--- config.mk ---
export PLATFORM = sky130hd
export DESIGN_NAME = mtimer_cmp
export DESIGN_NICKNAME = d
export VERILOG_FILES = /design/src/rtl/mtc_pkg.sv /design/src/rtl/mtc_time_count.sv /design/src/rtl/mtc_cmp_store.sv /design/src/rtl/mtc_match.sv /design/src/rtl/mtc_bus_decode.sv /design/src/rtl/mtimer_cmp.sv
export SDC_FILE = /design/constraint.sdc
export NUM_CORES = 1
export LEC_CHECK = 0
export BUFFER_PORTS_ARGS = -buffer_cell sky130_fd_sc_hd__buf_2
export CAP_MARGIN = 5
export CELL_PAD_IN_SITES_DETAIL_PLACEMENT = 1
export CELL_PAD_IN_SITES_GLOBAL_PLACEMENT = 2
export CORE_AREA = 4 4 138 193
export CTS_CLUSTER_DIAMETER = 40
export DETAILED_ROUTE_END_ITERATION = 10
export DIE_AREA = 0 0 142 197
export PLACE_DENSITY_LB_ADDON = 0.3
export SYNTH_ARGS = -nofsm -noshare
export SYNTH_HDL_FRONTEND = slang
export SYNTH_SLANG_ARGS = --single-unit
--- constraint.sdc ---
create_clock -name clk -period 9.1 [get_ports clk]
set_clock_uncertainty 0.1 [all_clocks]
set_input_delay 1.82 -clock clk [delete_from_list [all_inputs] [get_ports clk]]
set_output_delay 1.82 -clock clk [all_outputs]
set_load 0.01 [all_outputs]
--- src/rtl/mtc_pkg.sv ---
// Shared definitions for the machine timer compare unit.
// Assumes register slots are one half-word wide and indexed from zero.
package mtc_pkg;

    // Register slot indices as seen on the register port.
    typedef enum logic [2:0] {
        SLOT_SWFLAG  = 3'd0,
        SLOT_CMP_LO  = 3'd1,
        SLOT_CMP_HI  = 3'd2,
        SLOT_TIME_LO = 3'd3,
        SLOT_TIME_HI = 3'd4
    } mtc_slot_e;

    localparam int unsigned SLOT_COUNT = 5;

endpackage

--- src/rtl/mtc_time_count.sv ---
// Two-half free-running time count.
// The low half steps on each tick. The high half takes the carry out of the low half.
// Also provides the value the count will take on a tick, for the compare logic.
// Assumes tick_i is a single-cycle strobe in the clk domain.
module mtc_time_count #(
    parameter int unsigned HALF_W = 32
) (
    input  logic              clk,
    input  logic              rst_n,
    input  logic              tick_i,
    output logic [HALF_W-1:0] lo_o,
    output logic [HALF_W-1:0] hi_o,
    output logic [HALF_W-1:0] lo_adv_o,
    output logic [HALF_W-1:0] hi_adv_o
);

    logic [HALF_W-1:0] lo_q;
    logic [HALF_W-1:0] hi_q;
    logic              wrap;

    // Advanced value: the carry is taken only when the low half is all ones.
    always_comb begin
        wrap     = &lo_q;
        lo_adv_o = lo_q + HALF_W'(1);
        hi_adv_o = wrap ? (hi_q + HALF_W'(1)) : hi_q;
    end

    // Count register: load the advanced value on a tick.
    always_ff @(posedge clk) begin
        if (!rst_n) begin
            lo_q <= '0;
            hi_q <= '0;
        end else if (tick_i) begin
            lo_q <= lo_adv_o;
            hi_q <= hi_adv_o;
        end
    end

    assign lo_o = lo_q;
    assign hi_o = hi_q;

endmodule

--- src/rtl/mtc_cmp_store.sv ---
// Compare value storage: two halves, each written through byte-lane enables.
// Assumes the write strobes for the two halves are never high together.
module mtc_cmp_store #(
    parameter int unsigned HALF_W = 32,
    localparam int unsigned LANES = HALF_W / 8
) (
    input  logic              clk,
    input  logic              rst_n,
    input  logic              wr_lo_i,
    input  logic              wr_hi_i,
    input  logic [LANES-1:0]  be_i,
    input  logic [HALF_W-1:0] wdata_i,
    output logic [HALF_W-1:0] cmp_lo_o,
    output logic [HALF_W-1:0] cmp_hi_o,
    output logic              armed_o
);

    logic [HALF_W-1:0] lo_q;
    logic [HALF_W-1:0] hi_q;

    for (genvar g = 0; g < LANES; g++) begin : g_lane
        // One byte lane of each half: load only when its enable is set.
        always_ff @(posedge clk) begin
            if (!rst_n) begin
                lo_q[g*8 +: 8] <= '0;
                hi_q[g*8 +: 8] <= '0;
            end else begin
                if (wr_lo_i && be_i[g]) lo_q[g*8 +: 8] <= wdata_i[g*8 +: 8];
                if (wr_hi_i && be_i[g]) hi_q[g*8 +: 8] <= wdata_i[g*8 +: 8];
            end
        end
    end

    // Armed whenever any compare bit is non-zero.
    always_comb begin
        armed_o = (|lo_q) || (|hi_q);
    end

    assign cmp_lo_o = lo_q;
    assign cmp_hi_o = hi_q;

endmodule

--- src/rtl/mtc_match.sv ---
// Half-by-half comparison of a count against the compare value.
// Reports reached when the high half is above, or equal with the low half at or above.
// Purely combinational; assumes unsigned operands.
module mtc_match #(
    parameter int unsigned HALF_W = 32
) (
    input  logic [HALF_W-1:0] cnt_lo_i,
    input  logic [HALF_W-1:0] cnt_hi_i,
    input  logic [HALF_W-1:0] cmp_lo_i,
    input  logic [HALF_W-1:0] cmp_hi_i,
    output logic              reached_o
);

    logic hi_above;
    logic hi_equal;
    logic lo_at_or_above;

    // Split comparison keeps each comparator one half wide.
    always_comb begin
        hi_above       = cnt_hi_i > cmp_hi_i;
        hi_equal       = cnt_hi_i == cmp_hi_i;
        lo_at_or_above = cnt_lo_i >= cmp_lo_i;
        reached_o      = hi_above || (hi_equal && lo_at_or_above);
    end

endmodule

--- src/rtl/mtc_bus_decode.sv ---
// Register port decode: turns a byte address into a slot index and per-slot write strobes.
// Address bits below the slot size are ignored.
module mtc_bus_decode #(
    parameter int unsigned HALF_W = 32,
    parameter int unsigned ADDR_W = 5,
    localparam int unsigned LANES = HALF_W / 8,
    localparam int unsigned LSB   = (LANES > 1) ? $clog2(LANES) : 0,
    localparam int unsigned IDX_W = ADDR_W - LSB
) (
    input  logic              we_i,
    input  logic [ADDR_W-1:0] addr_i,
    output logic [IDX_W-1:0]  idx_o,
    output logic              wr_sw_o,
    output logic              wr_cmp_lo_o,
    output logic              wr_cmp_hi_o
);

    import mtc_pkg::*;

    // Slot index and write strobes for the writable slots.
    always_comb begin
        idx_o       = addr_i[ADDR_W-1:LSB];
        wr_sw_o     = we_i && (idx_o == IDX_W'(SLOT_SWFLAG));
        wr_cmp_lo_o = we_i && (idx_o == IDX_W'(SLOT_CMP_LO));
        wr_cmp_hi_o = we_i && (idx_o == IDX_W'(SLOT_CMP_HI));
    end

endmodule

--- src/rtl/mtimer_cmp.sv ---
// Machine timer compare unit, top level.
// Counts ticks into a two-half time count. On each tick it compares the advanced count with the
// compare value and sets a sticky pending bit. It also holds a software interrupt flag.
// Assumes a single clock and a synchronous active-low reset. clr_i has priority over a firing tick.
module mtimer_cmp #(
    parameter int unsigned HALF_W = 32,
    parameter int unsigned ADDR_W = 5,
    localparam int unsigned LANES = HALF_W / 8
) (
    input  logic              clk,
    input  logic              rst_n,
    input  logic              tick_i,
    input  logic              clr_i,
    input  logic              bus_we_i,
    input  logic [ADDR_W-1:0] bus_addr_i,
    input  logic [LANES-1:0]  bus_be_i,
    input  logic [HALF_W-1:0] bus_wdata_i,
    output logic [HALF_W-1:0] bus_rdata_o,
    output logic              sw_irq_o,
    output logic              timer_irq_o
);

    import mtc_pkg::*;

    localparam int unsigned LSB   = (LANES > 1) ? $clog2(LANES) : 0;
    localparam int unsigned IDX_W = ADDR_W - LSB;

    logic [IDX_W-1:0]  slot_idx;
    logic              wr_sw;
    logic              wr_cmp_lo;
    logic              wr_cmp_hi;
    logic [HALF_W-1:0] time_lo;
    logic [HALF_W-1:0] time_hi;
    logic [HALF_W-1:0] adv_lo;
    logic [HALF_W-1:0] adv_hi;
    logic [HALF_W-1:0] cmp_lo;
    logic [HALF_W-1:0] cmp_hi;
    logic              armed;
    logic              reached;
    logic              fire;
    logic              pend_q;
    logic              sw_q;

    mtc_bus_decode #(.HALF_W(HALF_W), .ADDR_W(ADDR_W)) u_dec (
        .we_i        (bus_we_i),
        .addr_i      (bus_addr_i),
        .idx_o       (slot_idx),
        .wr_sw_o     (wr_sw),
        .wr_cmp_lo_o (wr_cmp_lo),
        .wr_cmp_hi_o (wr_cmp_hi)
    );

    mtc_time_count #(.HALF_W(HALF_W)) u_cnt (
        .clk      (clk),
        .rst_n    (rst_n),
        .tick_i   (tick_i),
        .lo_o     (time_lo),
        .hi_o     (time_hi),
        .lo_adv_o (adv_lo),
        .hi_adv_o (adv_hi)
    );

    mtc_cmp_store #(.HALF_W(HALF_W)) u_cmp (
        .clk      (clk),
        .rst_n    (rst_n),
        .wr_lo_i  (wr_cmp_lo),
        .wr_hi_i  (wr_cmp_hi),
        .be_i     (bus_be_i),
        .wdata_i  (bus_wdata_i),
        .cmp_lo_o (cmp_lo),
        .cmp_hi_o (cmp_hi),
        .armed_o  (armed)
    );

    mtc_match #(.HALF_W(HALF_W)) u_match (
        .cnt_lo_i  (adv_lo),
        .cnt_hi_i  (adv_hi),
        .cmp_lo_i  (cmp_lo),
        .cmp_hi_i  (cmp_hi),
        .reached_o (reached)
    );

    // Fire only on a tick, only when armed, using the compare value held before any write this cycle.
    always_comb begin
        fire = tick_i && armed && reached;
    end

    // Sticky pending bit: clear wins, otherwise set on fire.
    always_ff @(posedge clk) begin
        if (!rst_n)     pend_q <= 1'b0;
        else if (clr_i) pend_q <= 1'b0;
        else if (fire)  pend_q <= 1'b1;
    end

    // Software flag: bit 0 of lane 0.
    always_ff @(posedge clk) begin
        if (!rst_n)                     sw_q <= 1'b0;
        else if (wr_sw && bus_be_i[0])  sw_q <= bus_wdata_i[0];
    end

    // Read mux over the register slots.
    always_comb begin
        bus_rdata_o = '0;
        if (slot_idx == IDX_W'(SLOT_SWFLAG))       bus_rdata_o = {{(HALF_W-1){1'b0}}, sw_q};
        else if (slot_idx == IDX_W'(SLOT_CMP_LO))  bus_rdata_o = cmp_lo;
        else if (slot_idx == IDX_W'(SLOT_CMP_HI))  bus_rdata_o = cmp_hi;
        else if (slot_idx == IDX_W'(SLOT_TIME_LO)) bus_rdata_o = time_lo;
        else if (slot_idx == IDX_W'(SLOT_TIME_HI)) bus_rdata_o = time_hi;
    end

    assign sw_irq_o    = sw_q;
    assign timer_irq_o = pend_q;

endmodule

Yosys cells after proc, flatten, opt, wreduce, memory -nomap -nowiden
Cells that the tools add are included.
{ "word_totals": {"register_bits": 130, "input_bits": 46, "out_inout_bits": 34, "word_cells": 50} }
{ "op_classes": {"n_addsub": 2, "n_lt_le_gt_ge": 2, "eq_ne": 5, "n_mux": 6, "n_bitwise": 1, "n_reduce_logical": 22} }
{ "op_table": {"columns": ["operator", "count"], "rows": [
  ["32-bit two-way mux", 6],
  ["32-bit by 1-bit adder with 32-bit output, second input constant", 2],
  ["32-bit OR reduction", 2],
  ["32-bit equality test", 1],
  ["32-bit greater-or-equal comparator", 1],
  ["32-bit > comparator", 1],
  ["32-bit AND reduction", 1],
  ["1-bit logical AND", 15],
  ["3-bit by 2-bit equality test with 1-bit output, second input constant", 2],
  ["3-bit by 1-bit equality test with 1-bit output, second input constant", 1],
  ["3-bit equality test, second input constant", 1],
  ["3-bit logical NOT", 1],
  ["1-bit logical OR", 2],
  ["2-bit OR reduction", 1],
  ["1-bit inverter", 1]
]} }

Depth between registers and ports, before layout
Gate-level depths: netlist of run 1.
{ "logic_depth": {"depth_word": 6, "ltp_mapped": 16} }

Cells and area by module
A second synthesis of run 1 with hierarchy kept.
{ "hier_totals": {"hier_cells": 1275, "area_unflattened_um2": 9496.6} }
{ "modules_own_cells": {"columns": ["mod", "instances", "cells_per_inst", "area_per_inst_um2"], "rows": [
  ["mtc_time_count", 1, 536, 4103.9],
  ["mtc_cmp_store", 1, 308, 2585.0],
  ["mtc_match", 1, 227, 1595.3],
  ["mtimer_cmp", 1, 198, 1149.9],
  ["mtc_bus_decode", 1, 6, 62.6]
]} }

Worst setup path after synthesis of run 1
No wires, ideal clock.
{ "synth_path": {"path_kind": "input -> output", "start": "in bus_addr_i[3]", "end": "out bus_rdata_o[13]", "t_arrival_ns": 2.908, "setup_slack_ns": 4.272, "path_stages": 5, "path_buffers": 2, "cell_sequence": "clkbuf_1 nor2b_1 clkbuf_1 a22oi_1 o21ai_0"} }
{ "synth_between": {"elab_chain_cells": 6, "word_cells_on_any_way": 10, "classes_between": "eq/ne (4); mux (5); reduce/logical (1)"} }
{ "synth_rtl": {"columns": ["element", "line_no", "rtl"], "rows": [
  ["start: declaration", "mtimer_cmp.sv:15", "input logic [ADDR_W-1:0] bus_addr_i,"],
  ["3-bit equality test", "mtimer_cmp.sv:108", "else if (slot_idx == IDX_W'(SLOT_TIME_HI)) bus_rdata_o = time_hi;"],
  ["32-bit two-way mux", "mtimer_cmp.sv:108", null],
  ["32-bit two-way mux", "mtimer_cmp.sv:107", "else if (slot_idx == IDX_W'(SLOT_TIME_LO)) bus_rdata_o = time_lo;"],
  ["32-bit two-way mux", "mtimer_cmp.sv:106", "else if (slot_idx == IDX_W'(SLOT_CMP_HI)) bus_rdata_o = cmp_hi;"],
  ["32-bit two-way mux", "mtimer_cmp.sv:105", "else if (slot_idx == IDX_W'(SLOT_CMP_LO)) bus_rdata_o = cmp_lo;"],
  ["32-bit two-way mux (*)", "mtimer_cmp.sv:104", "if (slot_idx == IDX_W'(SLOT_SWFLAG)) bus_rdata_o = {{(HALF_W-1){1'b0}}, sw_q};"],
  ["end: declaration", "mtimer_cmp.sv:18", "output logic [HALF_W-1:0] bus_rdata_o,"]
]} }
Mark *: on every way between the ends. The rest lies on a longest branch, timed or not.

Worst setup path in the final report of run 1
{ "layout_path": {"start": "in bus_addr_i[2]", "end": "out bus_rdata_o[13]"} }
The elaborated chain is that of the path after synthesis.

==> results of run 1 <==
routing by layer:
layer	wire length (um)	part of all wire (%)	vias up
li1	-	-	4359
met1	14180	43	4364
met2	16610	51	154
met3	987	3.0	54
met4	975	3.0	0
met5	0	0	-
power by group through the flow:
| stage | Combinational [mW] | Clock (mW) | Sequential [mW] |
|---|---|---|---|
| finish | 0.100 | 0.742 | 0.582 |
| floorplan | 0.0593 | 0 | 0.590 |
| CTS | 0.101 | 0.762 | 0.582 |
| detailed placement | 0.101 | 0 | 0.594 |
| global route | 0.110 | 0.781 | 0.582 |
| global placement | 0.0988 | 0 | 0.594 |
state kept, by name, indices dropped and copies added (netlist names):
| name | flops |
|---|---|
| u_cmp.cmp_lo_o | 32 |
| u_cnt.hi_o | 32 |
| u_cmp.cmp_hi_o | 32 |
| timer_irq_o | 1 |
| u_cnt.lo_o | 32 |
| sw_irq_o | 1 |
worst min path at each step:
stage / cells after the start / start / endpoint
floorplan: 2 / u_cmp.cmp_hi_o[14]$_SDFFE_PN0P_ / u_cmp.cmp_hi_o[14]$_SDFFE_PN0P_
global placement: 2 / u_cmp.cmp_hi_o[27]$_SDFFE_PN0P_ / u_cmp.cmp_hi_o[27]$_SDFFE_PN0P_
detailed placement: 2 / u_cmp.cmp_hi_o[2]$_SDFFE_PN0P_ / u_cmp.cmp_hi_o[2]$_SDFFE_PN0P_
CTS: 2 / u_cmp.cmp_hi_o[27]$_SDFFE_PN0P_ / u_cmp.cmp_hi_o[27]$_SDFFE_PN0P_
global route: 2 / u_cmp.cmp_hi_o[1]$_SDFFE_PN0P_ / u_cmp.cmp_hi_o[1]$_SDFFE_PN0P_
finish: 2 / u_cmp.cmp_hi_o[27]$_SDFFE_PN0P_ / u_cmp.cmp_hi_o[27]$_SDFFE_PN0P_
cell families (layout without fill, tap and decap cells):
logic type | Yosys count | in the layout | synth area share [%]
buffers and inverters | 167 | 194 | 6.912
adders and majority gates | 66 | 66 | 8.858
xor gates and xnor gates | 110 | 110 | 10.33
AOI/OAI and AO/OA | 235 | 235 | 16.15
and+or+nand+nor | 537 | 537 | 29.18
muxes | 6 | 6 | 0.6576
DFF | 130 | 130 | 27.92
synthesized netlist by cell type (all sizes together), types with 2 or more instances:
cell	number
nand2	190
dfxtp	130
nand3	103
o21ai	80
clkbuf	78
a21boi	76
inv	74
ha	66
xnor2	62
and2	56
xor2	48
nand4	46
nor4	36
a22oi	31
nor2	29
a21oi	26
nor3	22
buf	15
or3	14
and3	11
or4	7
a21o	6
nor2b	6
mux2i	5
or2	4
a211oi	3
and4	3
nand2b	3
and3b	2
nand4b	2
o21a	2
per-stage QoR:
stage                     setup WS (ns)  cell area [um^2]  power (mW)  hold WS (ns)
after detailed placement          2.812              9846      0.6950        0.3843
final                             2.809             10470       1.424        0.3850
after floorplan                   4.272              9323      0.6498        0.3562
after global routing              2.630             10470       1.474        0.4180
after global placement            2.837              9846      0.6930        0.3706
after CTS                         2.814             10470       1.445        0.3932
worst max-delay path, stage by stage:
cell and delay [ns]:
buf_2 0.08, buf_4 0.56, nor2b_2 0.70, buf_4 0.44
a22oi_1 0.14, o21ai_0 0.39, buf_2 0.22
layout make-up:
cell class | count | area [um^2] | area share (%)
Tap cell | 315 | 394.1 | 3.763
Timing Repair Buffer | 88 | 470.5 | 4.492
Clock buffer | 19 | 442.9 | 4.229
Multi-Input combinational cell | 954 | 6101 | 58.25
Sequential cell | 130 | 2603 | 24.85
Clock inverter | 13 | 185.2 | 1.768
Inverter | 74 | 277.8 | 2.652
==> metrics.txt, run 1 <==
status completed; Seq pwr share 40.9%; y dimension of the die approximately 200 um; Final Max Tran Viols 0; Util after Layout a little over two fifths; f_max roughly 160 MHz; Comb pwr share around 7.0%; min-delay worst type register to register; Setup TNS Final 0 ns; most frequent cells in the layout nand2_1 (189), dfxtp_1 (130), nand3_1 (103); Fillers roughly 3000; number of flops mapped to enable cells by yosys 0; Period minus WS final ~6.3 ns; Root Buffer clkbuf_16; core area about 0.025 mm^2; Final Setup Violations 0; Mapped Area around 0.0093 mm^2; clock latency on the worst-skew pair about 0.44 ns; met1 usage ~28%; Overflow after GRT 0; asr flop ratio synth 0%; final-stage net count 1377; routed len/inst 20.56 um; Syn Area/Cell between 7 and 8 um^2; Primary FF master, synth dfxtp_1; met3 Use GR between 3 and 4%; endpoint type of the worst setup path output port; drt initial violations approximately 410; ANT nets after route 0; Area Growth Syn to Fin 12.35%; CTS resizes 0; Worst Path Class, Setup input port to output port; final worst-path cycle share between 60% and 70%; Yosys warnings 0; chip width 142 um; vias per cell between 5 and 6; CP startpoint bus_addr_i[2]; first-pass GRT wire length approximately 52000 um; NetSw approximately 350 uW; Non-Filler Instances roughly 1600; clk slew on worst S/H paths around 0.060 ns; static leakage approximately 4.0 nW; MaxCap Viol Count 0; largest net degree at the start of global routing 85; Post-CTS Setup Inserts 0; deepest clock path buffer count 2; Sink Count 130; io pins 80; # H-tree levels 4; Detailed Place HPWL between 20000 and 25000 um; antenna fix cells 0; CP arrival roughly 4.4 ns; placed cell count ~1600; Worst EP required a little over 7 ns; Worst R2R Start u_cnt.lo_o[24]$_SDFFE_PN0P_; Site Rows between 60 and 70; initial core utilization 37.65%; TritonCTS clock tree built; GRT Total Usage a little under a quarter; sequential share of the synthesized area between 20 and 30%; initial antenna violation count 0; Post-Synthesis Cells between 1000 and 1500; DRC 0; Most Crowded Layer GR met2; share of layout cells above drive strength 1 a little over a tenth; die area ~0.028 mm^2; Switching Fraction about a quarter; vias in the first global route 9300; Hold Vio Cnt, Final 0; routed wire length 32750 um; met2 usage 42.03%; reg2reg setup slack ~4.1 ns; FF+latch count, synth 130; port bufs just under 80; clock share of power between 50 and 60%; Area contributors post-synth dfxtp_1 (28%), ha_1 (8.9%), nand2_1 (7.6%), a21boi_0 (6.1%), xnor2_1 (5.8%); Peak VDD IR approximately 130 uV; R2R depth 14; CP Launch Type input port; PD cells roughly 140 mW/mm^2; cts bufs inserted 17; CTS Hold Bufs 0; post-synth top area share roughly 28%; Post-Syn Nets about 1400; Int Pwr around 1.1 mW; Placer Congestion about 0.86; end of the critical path bus_rdata_o[13]; Yosys top cell by area dfxtp_1; Worst-Margin Slew between 0.8 and 0.9 ns; most common cell after layout, fill and taps aside nand2_1; count of cell types in the netlist 53; RSZ-0062 raised after global routing no; vias approximately 8900; Rel. slew slack 40.06%; R2R Path End timer_irq_o$_SDFFE_PP0P_; DRT Pass-1 Iters 4; largest fanout on the critical path a little under 70
Power figures use the tool's default switching activity.
==> run 2: changes to the inputs <==
CORE_AREA = 4 4 150 209   (was 4 4 138 193)
DIE_AREA = 0 0 154 213   (was 0 0 142 197)
clock period = 5.7 ns   (was 9.1 ns; I/O delays follow)
==> metrics.txt, run 2 (same netlist as run 1, synthesis figures left out) <==
status completed (unchanged); Site Rows 74 (was 68); Worst R2R Start u_cnt.lo_o[24]$_SDFFE_PN0P_ (unchanged); R2R Path End timer_irq_o$_SDFFE_PP0P_ (unchanged); core area 0.02935 mm^2 (was 0.02476 mm^2); met1 usage 24.68% (was 28.43%); NetSw 559.1 uW (was 352.0 uW); share of layout cells above drive strength 1 10.97% (was 10.72%); vias 8956 (was 8931); clock share of power 53.4% (was 52.1%); Setup TNS Final 0 ns (unchanged); Rel. slew slack 23.70% (was 40.06%); vias per cell 5.379 (was 5.606); register area 0.002603 mm^2 (unchanged); CP arrival 3.38 ns (was 4.37 ns); Hold Slack 0.3876 ns (was 0.3850 ns); CTS Hold Bufs 0 (unchanged); PD cells 220.2 mW/mm^2 (was 136.0 mW/mm^2); io pins 80 (unchanged); Peak VDD IR 197.7 uV (was 125.7 uV); most common cell after layout, fill and taps aside nand2_1 (unchanged); Final Setup Violations 0 (unchanged); initial antenna violation count 0 (unchanged); CTS resizes 0 (unchanged); Min-Delay Startpoint u_cmp.cmp_hi_o[24]$_SDFFE_PN0P_ (was u_cmp.cmp_hi_o[27]$_SDFFE_PN0P_); hold path endpoint u_cmp.cmp_hi_o[24]$_SDFFE_PN0P_ (was u_cmp.cmp_hi_o[27]$_SDFFE_PN0P_); R2R depth 12 (was 14); Final Max Tran Viols 0 (unchanged); clk slew on worst S/H paths 0.05 ns (was 0.06 ns); routed len/inst 20.46 um (was 20.56 um); Worst Path Class, Setup input port to output port (unchanged); area of the multi-input gates 0.006100 mm^2 (was 0.006101 mm^2); final worst-path cycle share 81.11%; endpoint type of the worst setup path output port (unchanged); Area Growth Syn to Fin 14.05% (was 12.35%); Worst-Margin Slew 1.144 ns (was 0.8992 ns); largest fanout on the critical path 38 (was 68); Detailed Place HPWL 25770 um (was 24160 um); f_max approximately 220 MHz; RSZ-0062 raised after global routing no (unchanged); # H-tree levels 4 (unchanged); CP Launch Type input port (unchanged); Period minus WS final between 4 and 5 ns; min-delay worst type register to register (unchanged); TritonCTS clock tree built (unchanged); port bufs 77 (unchanged); ANT nets after route 0 (unchanged); static leakage 4.017 nW (was 3.956 nW); Hold Vio Cnt, Final 0 (unchanged); Seq pwr share 39.7% (was 40.9%); Switching Fraction 23.88% (was 24.71%); final-stage net count 1384 (was 1377); GRT Total Usage 20.75% (was 23.68%); y dimension of the die 213 um (was 197 um); Root Buffer clkbuf_16 (unchanged); Sink Count 130 (unchanged); first-pass GRT wire length 52990 um (was 51720 um); chip width 154 um (was 142 um); Post-CTS Setup Inserts 0 (unchanged); Most Crowded Layer GR met2 (unchanged); routed wire length 34060 um (was 32750 um); hold depth 2 (unchanged); die area 0.03280 mm^2 (was 0.02797 mm^2); cts bufs inserted 17 (unchanged); met3 Use GR 3.244% (was 3.956%); met2 usage 37.95% (was 42.03%); initial core utilization 31.76% (was 37.65%); clock latency on the worst-skew pair 0.43 ns (was 0.44 ns); antenna fix cells 0 (unchanged); Placer Congestion 0.8257 (was 0.8590); largest net degree at the start of global routing 75 (was 85); Fillers 3597 (was 3079); drt initial violations 385 (was 408); Worst EP required 4.46 ns (was 7.18 ns); DRT Pass-1 Iters 4 (unchanged); reg2reg setup slack 1.09 ns (was 4.14 ns); most frequent cells in the layout nand2_1 (189), dfxtp_1 (130), nand3_1 (103) (unchanged); MaxCap Viol Count 0 (unchanged); Comb pwr share 6.9% (was 7.0%); Int Pwr 1.783 mW (was 1.072 mW); DRC 0 (unchanged); Overflow after GRT 0 (unchanged); deepest clock path buffer count 2 (unchanged); vias in the first global route 9268 (was 9300)
## run 2: cell count changes in the layout (fill, tap and decap cells not counted)
cell and delta:
and2_1 +1, and2_2 -1, buf_4 +7, bufinv_16 +1, clkbuf_1 +2, clkbuf_8 +2
clkinv_4 -1, clkinvlp_4 -4
## run 2: worst max path at each step
| stage | from | to | slack, ns | cells past startpoint |
|---|---|---|---|---|
| after detailed placement | bus_addr_i[4] | bus_rdata_o[21] | 1.06 | 6 |
| after CTS | u_cnt.lo_o[24]$_SDFFE_PN0P_ | timer_irq_o$_SDFFE_PP0P_ | 1.04 | 12 |
| final | bus_addr_i[4] | bus_rdata_o[15] | 1.08 | 6 |
| after floorplan | u_cnt.lo_o[28]$_SDFFE_PN0P_ | timer_irq_o$_SDFFE_PP0P_ | 1.86 | 12 |
| after global placement | bus_addr_i[4] | bus_rdata_o[19] | 1.10 | 6 |
| after global routing | u_cnt.lo_o[24]$_SDFFE_PN0P_ | timer_irq_o$_SDFFE_PP0P_ | 0.81 | 12 |
## run 2: per-layer routing
layer	vias up	routed length (um)
li1	4374	-
met1	4410	14730
met2	139	17540
met3	33	1023
met4	0	762
met5	-	0
## run 2: power by group through the flow
stage	Sequential (mW)	Combinational, mW	Clock (mW)
after floorplan	0.943	0.0947	0
after global placement	0.949	0.162	0
after detailed placement	0.949	0.164	0
after CTS	0.929	0.165	1.28
after global routing	0.929	0.179	1.31
final	0.929	0.163	1.25
## run 2: per-stage QoR
stage	instances	util, %	power, mW	setup slack [ns]	area, um^2
2_1_floorplan	1251	-	1.037	1.861	9323
3_3_place_gp	1633	34.00	1.111	1.098	9978
3_5_place_dp	1633	34.00	1.113	1.056	9978
4_1_cts	1665	36.23	2.372	1.039	10630
5_1_grt	1665	36.23	2.422	0.8077	10630
6_report	1665	36.23	2.342	1.077	10630
## run 2: worst max-delay path, stage by stage
cell and delay (ns):
buf_2 0.58, and2_1 0.99, buf_4 0.32, nand2_1 0.06, o21ai_0 0.09, buf_2 0.17
## run 2: area by class of cell
type,instances,share of cell area [%]
flip-flops and latches,130,24.48
clock buffers,23,4.495
well taps,380,4.472
inverters,74,2.612
multi-input cells,954,57.37
repair buffers,95,4.919
clock inverters,9,1.659
==> run 3: changes to the inputs <==
CORE_AREA = 4 4 143 201   (was 4 4 150 209)
DIE_AREA = 0 0 147 205   (was 0 0 154 213)
clock period = 4.3 ns   (was 5.7 ns; I/O delays follow)
==> metrics.txt, run 3 (same netlist as run 1, synthesis figures left out) <==
initial antenna violation count 0 (unchanged); final-stage net count 1409 (was 1384); GRT Total Usage 22.92% (was 20.75%); largest fanout on the critical path 4 (was 38); Site Rows 71 (was 74); Root Buffer clkbuf_16 (unchanged); clock latency on the worst-skew pair 0.44 ns (was 0.43 ns); status completed (unchanged); routed wire length 34040 um (was 34060 um); die area 0.03014 mm^2 (was 0.03280 mm^2); CP startpoint u_cnt.lo_o[31]$_SDFFE_PN0P_ (was bus_addr_i[4]); most frequent cells in the layout nand2_1 (189), dfxtp_1 (129), nand3_1 (103) (was nand2_1 (189), dfxtp_1 (130), nand3_1 (103)); static leakage 4.176 nW (was 4.017 nW); CP Launch Type register (was input port); routed len/inst 20.32 um (was 20.46 um); MaxCap Viol Count 0 (unchanged); Overflow after GRT 0 (unchanged); Comb pwr share 7.1% (was 6.9%); Placer Congestion 0.8527 (was 0.8257); f_max roughly 250 MHz; TritonCTS clock tree built (unchanged); R2R Path End timer_irq_o$_SDFFE_PP0P_ (unchanged); Period minus WS final ~4.1 ns; Worst EP required 4.55 ns (was 4.46 ns); Detailed Place HPWL 25760 um (was 25770 um); NetSw 753.9 uW (was 559.1 uW); Area Growth Syn to Fin 16.92% (was 14.05%); y dimension of the die 205 um (was 213 um); core area 0.02674 mm^2 (was 0.02935 mm^2); Int Pwr 2.413 mW (was 1.783 mW); clk slew on worst S/H paths 0.06 ns (was 0.05 ns); Final Setup Violations 0 (unchanged); ANT nets after route 0 (unchanged); PD cells 290.5 mW/mm^2 (was 220.2 mW/mm^2); Final Max Tran Viols 0 (unchanged); endpoint type of the worst setup path register (was output port); final worst-path cycle share 94.57%; DRC 0 (unchanged); Peak VDD IR 239.1 uV (was 197.7 uV); cts bufs inserted 17 (unchanged); deepest clock path buffer count 2 (unchanged); end of the critical path timer_irq_o$_SDFFE_PP0P_ (was bus_rdata_o[15]); DRT Pass-1 Iters 5 (was 4); R2R depth 14 (was 12); most common cell after layout, fill and taps aside nand2_1 (unchanged); Seq pwr share 38.8% (was 39.7%); largest net degree at the start of global routing 69 (was 75); Switching Fraction 23.81% (was 23.88%); first-pass GRT wire length 53890 um (was 52990 um); Post-CTS Setup Inserts 0 (unchanged); drt initial violations 379 (was 385); clock share of power 54.1% (was 53.4%); # H-tree levels 4 (unchanged); vias per cell 5.417 (was 5.379); CTS Hold Bufs 0 (unchanged); Worst R2R Start u_cnt.lo_o[31]$_SDFFE_PN0P_ (was u_cnt.lo_o[24]$_SDFFE_PN0P_); reg2reg setup slack 0.23 ns (was 1.09 ns); vias 9074 (was 8956); RSZ-0062 raised after global routing no (unchanged); Setup TNS Final 0 ns (unchanged); chip width 147 um (was 154 um); vias in the first global route 9447 (was 9268); initial core utilization 34.87% (was 31.76%); Rel. slew slack 35.16% (was 23.70%); share of layout cells above drive strength 1 13.21% (was 10.97%); Hold Slack 0.3812 ns (was 0.3876 ns); Worst Path Class, Setup register to register (was input port to output port); Hold Vio Cnt, Final 0 (unchanged); io pins 80 (unchanged); Worst-Margin Slew 0.9637 ns (was 1.144 ns); antenna fix cells 0 (unchanged); port bufs 77 (unchanged); min-delay worst type register to register (unchanged); Sink Count 130 (unchanged); CP arrival 4.32 ns (was 3.38 ns)
-- run 3: changes by cell type in the layout (fill, tap and decap cells not counted), sizes merged --
cell / before / now
buf: 95 / 120
bufinv: 5 / 6
clkbuf: 23 / 19
clkinv: 3 / 5
clkinvlp: 1 / 2
-- run 3: metal layers --
metal	wire (um)	track usage [%]
met4	1008	8.361
met1	14400	27.36
met3	1041	3.430
met5	0	0
met2	17580	41.52
-- run 3: final cells by class --
type	instances	area (um^2)
tap	365	456.7
clock inverter	13	231.5
fill	3301	15840
multi-input combinational	954	6113
clock buffer	19	452.9
sequential	130	2604
inverter	74	277.8
timing repair buffer	120	764.5
-- run 3: repair_timing --
action	in CTS	in global routing
endpoints found under the setup margin	0	1
resized for setup	0	5
endpoints found under the hold margin	0	0
-- run 3: worst min-delay path by stage --
stage	endpoint	depth (start not counted)	slack (ns)	from
2_1_floorplan	u_cmp.cmp_hi_o[14]$_SDFFE_PN0P_	2	0.36	u_cmp.cmp_hi_o[14]$_SDFFE_PN0P_
3_3_place_gp	u_cmp.cmp_hi_o[27]$_SDFFE_PN0P_	2	0.37	u_cmp.cmp_hi_o[27]$_SDFFE_PN0P_
3_5_place_dp	u_cmp.cmp_hi_o[7]$_SDFFE_PN0P_	2	0.38	u_cmp.cmp_hi_o[7]$_SDFFE_PN0P_
4_1_cts	u_cmp.cmp_hi_o[7]$_SDFFE_PN0P_	2	0.39	u_cmp.cmp_hi_o[7]$_SDFFE_PN0P_
5_1_grt	u_cmp.cmp_hi_o[12]$_SDFFE_PN0P_	2	0.42	u_cmp.cmp_hi_o[12]$_SDFFE_PN0P_
6_report	u_cmp.cmp_hi_o[7]$_SDFFE_PN0P_	2	0.38	u_cmp.cmp_hi_o[7]$_SDFFE_PN0P_
-- run 3: through the flow --
| step | worst slack (ns) | total power [mW] | utilization, % | area [um^2] | cells |
|---|---|---|---|---|---|
| finish | 0.2336 | 3.167 | 40.77 | 10900 | 1675 |
| global route | 0.005120 | 3.277 | 40.77 | 10900 | 1675 |
| CTS | 0.05533 | 3.198 | 40.70 | 10880 | 1675 |
| detailed placement | 0.08635 | 1.482 | 38.14 | 10200 | 1643 |
| global placement | 0.1921 | 1.479 | 38.14 | 10200 | 1643 |
| floorplan | 0.4607 | 1.375 | - | 9323 | 1251 |
-- run 3: power by group through the flow --
stage | Clock (mW) | Combinational, mW | Sequential (mW)
floorplan | 0 | 0.125 | 1.25
global placement | 0 | 0.224 | 1.26
detailed placement | 0 | 0.227 | 1.26
CTS | 1.74 | 0.227 | 1.23
global route | 1.80 | 0.249 | 1.23
finish | 1.71 | 0.225 | 1.23
-- run 3: critical path, stage by stage, from the launching register on --
cell and delay, ns:
dfxtp_1 0.36, inv_1 0.08, or4_4 0.58, or3_1 0.36, or4_4 0.59, or3_1 0.39
xnor2_1 0.14, ha_1 0.29, nand4_1 0.19, nor4_1 0.23, buf_4 0.17, nand2_1 0.08
a21oi_1 0.15, nor4_1 0.07, a211oi_1 0.21
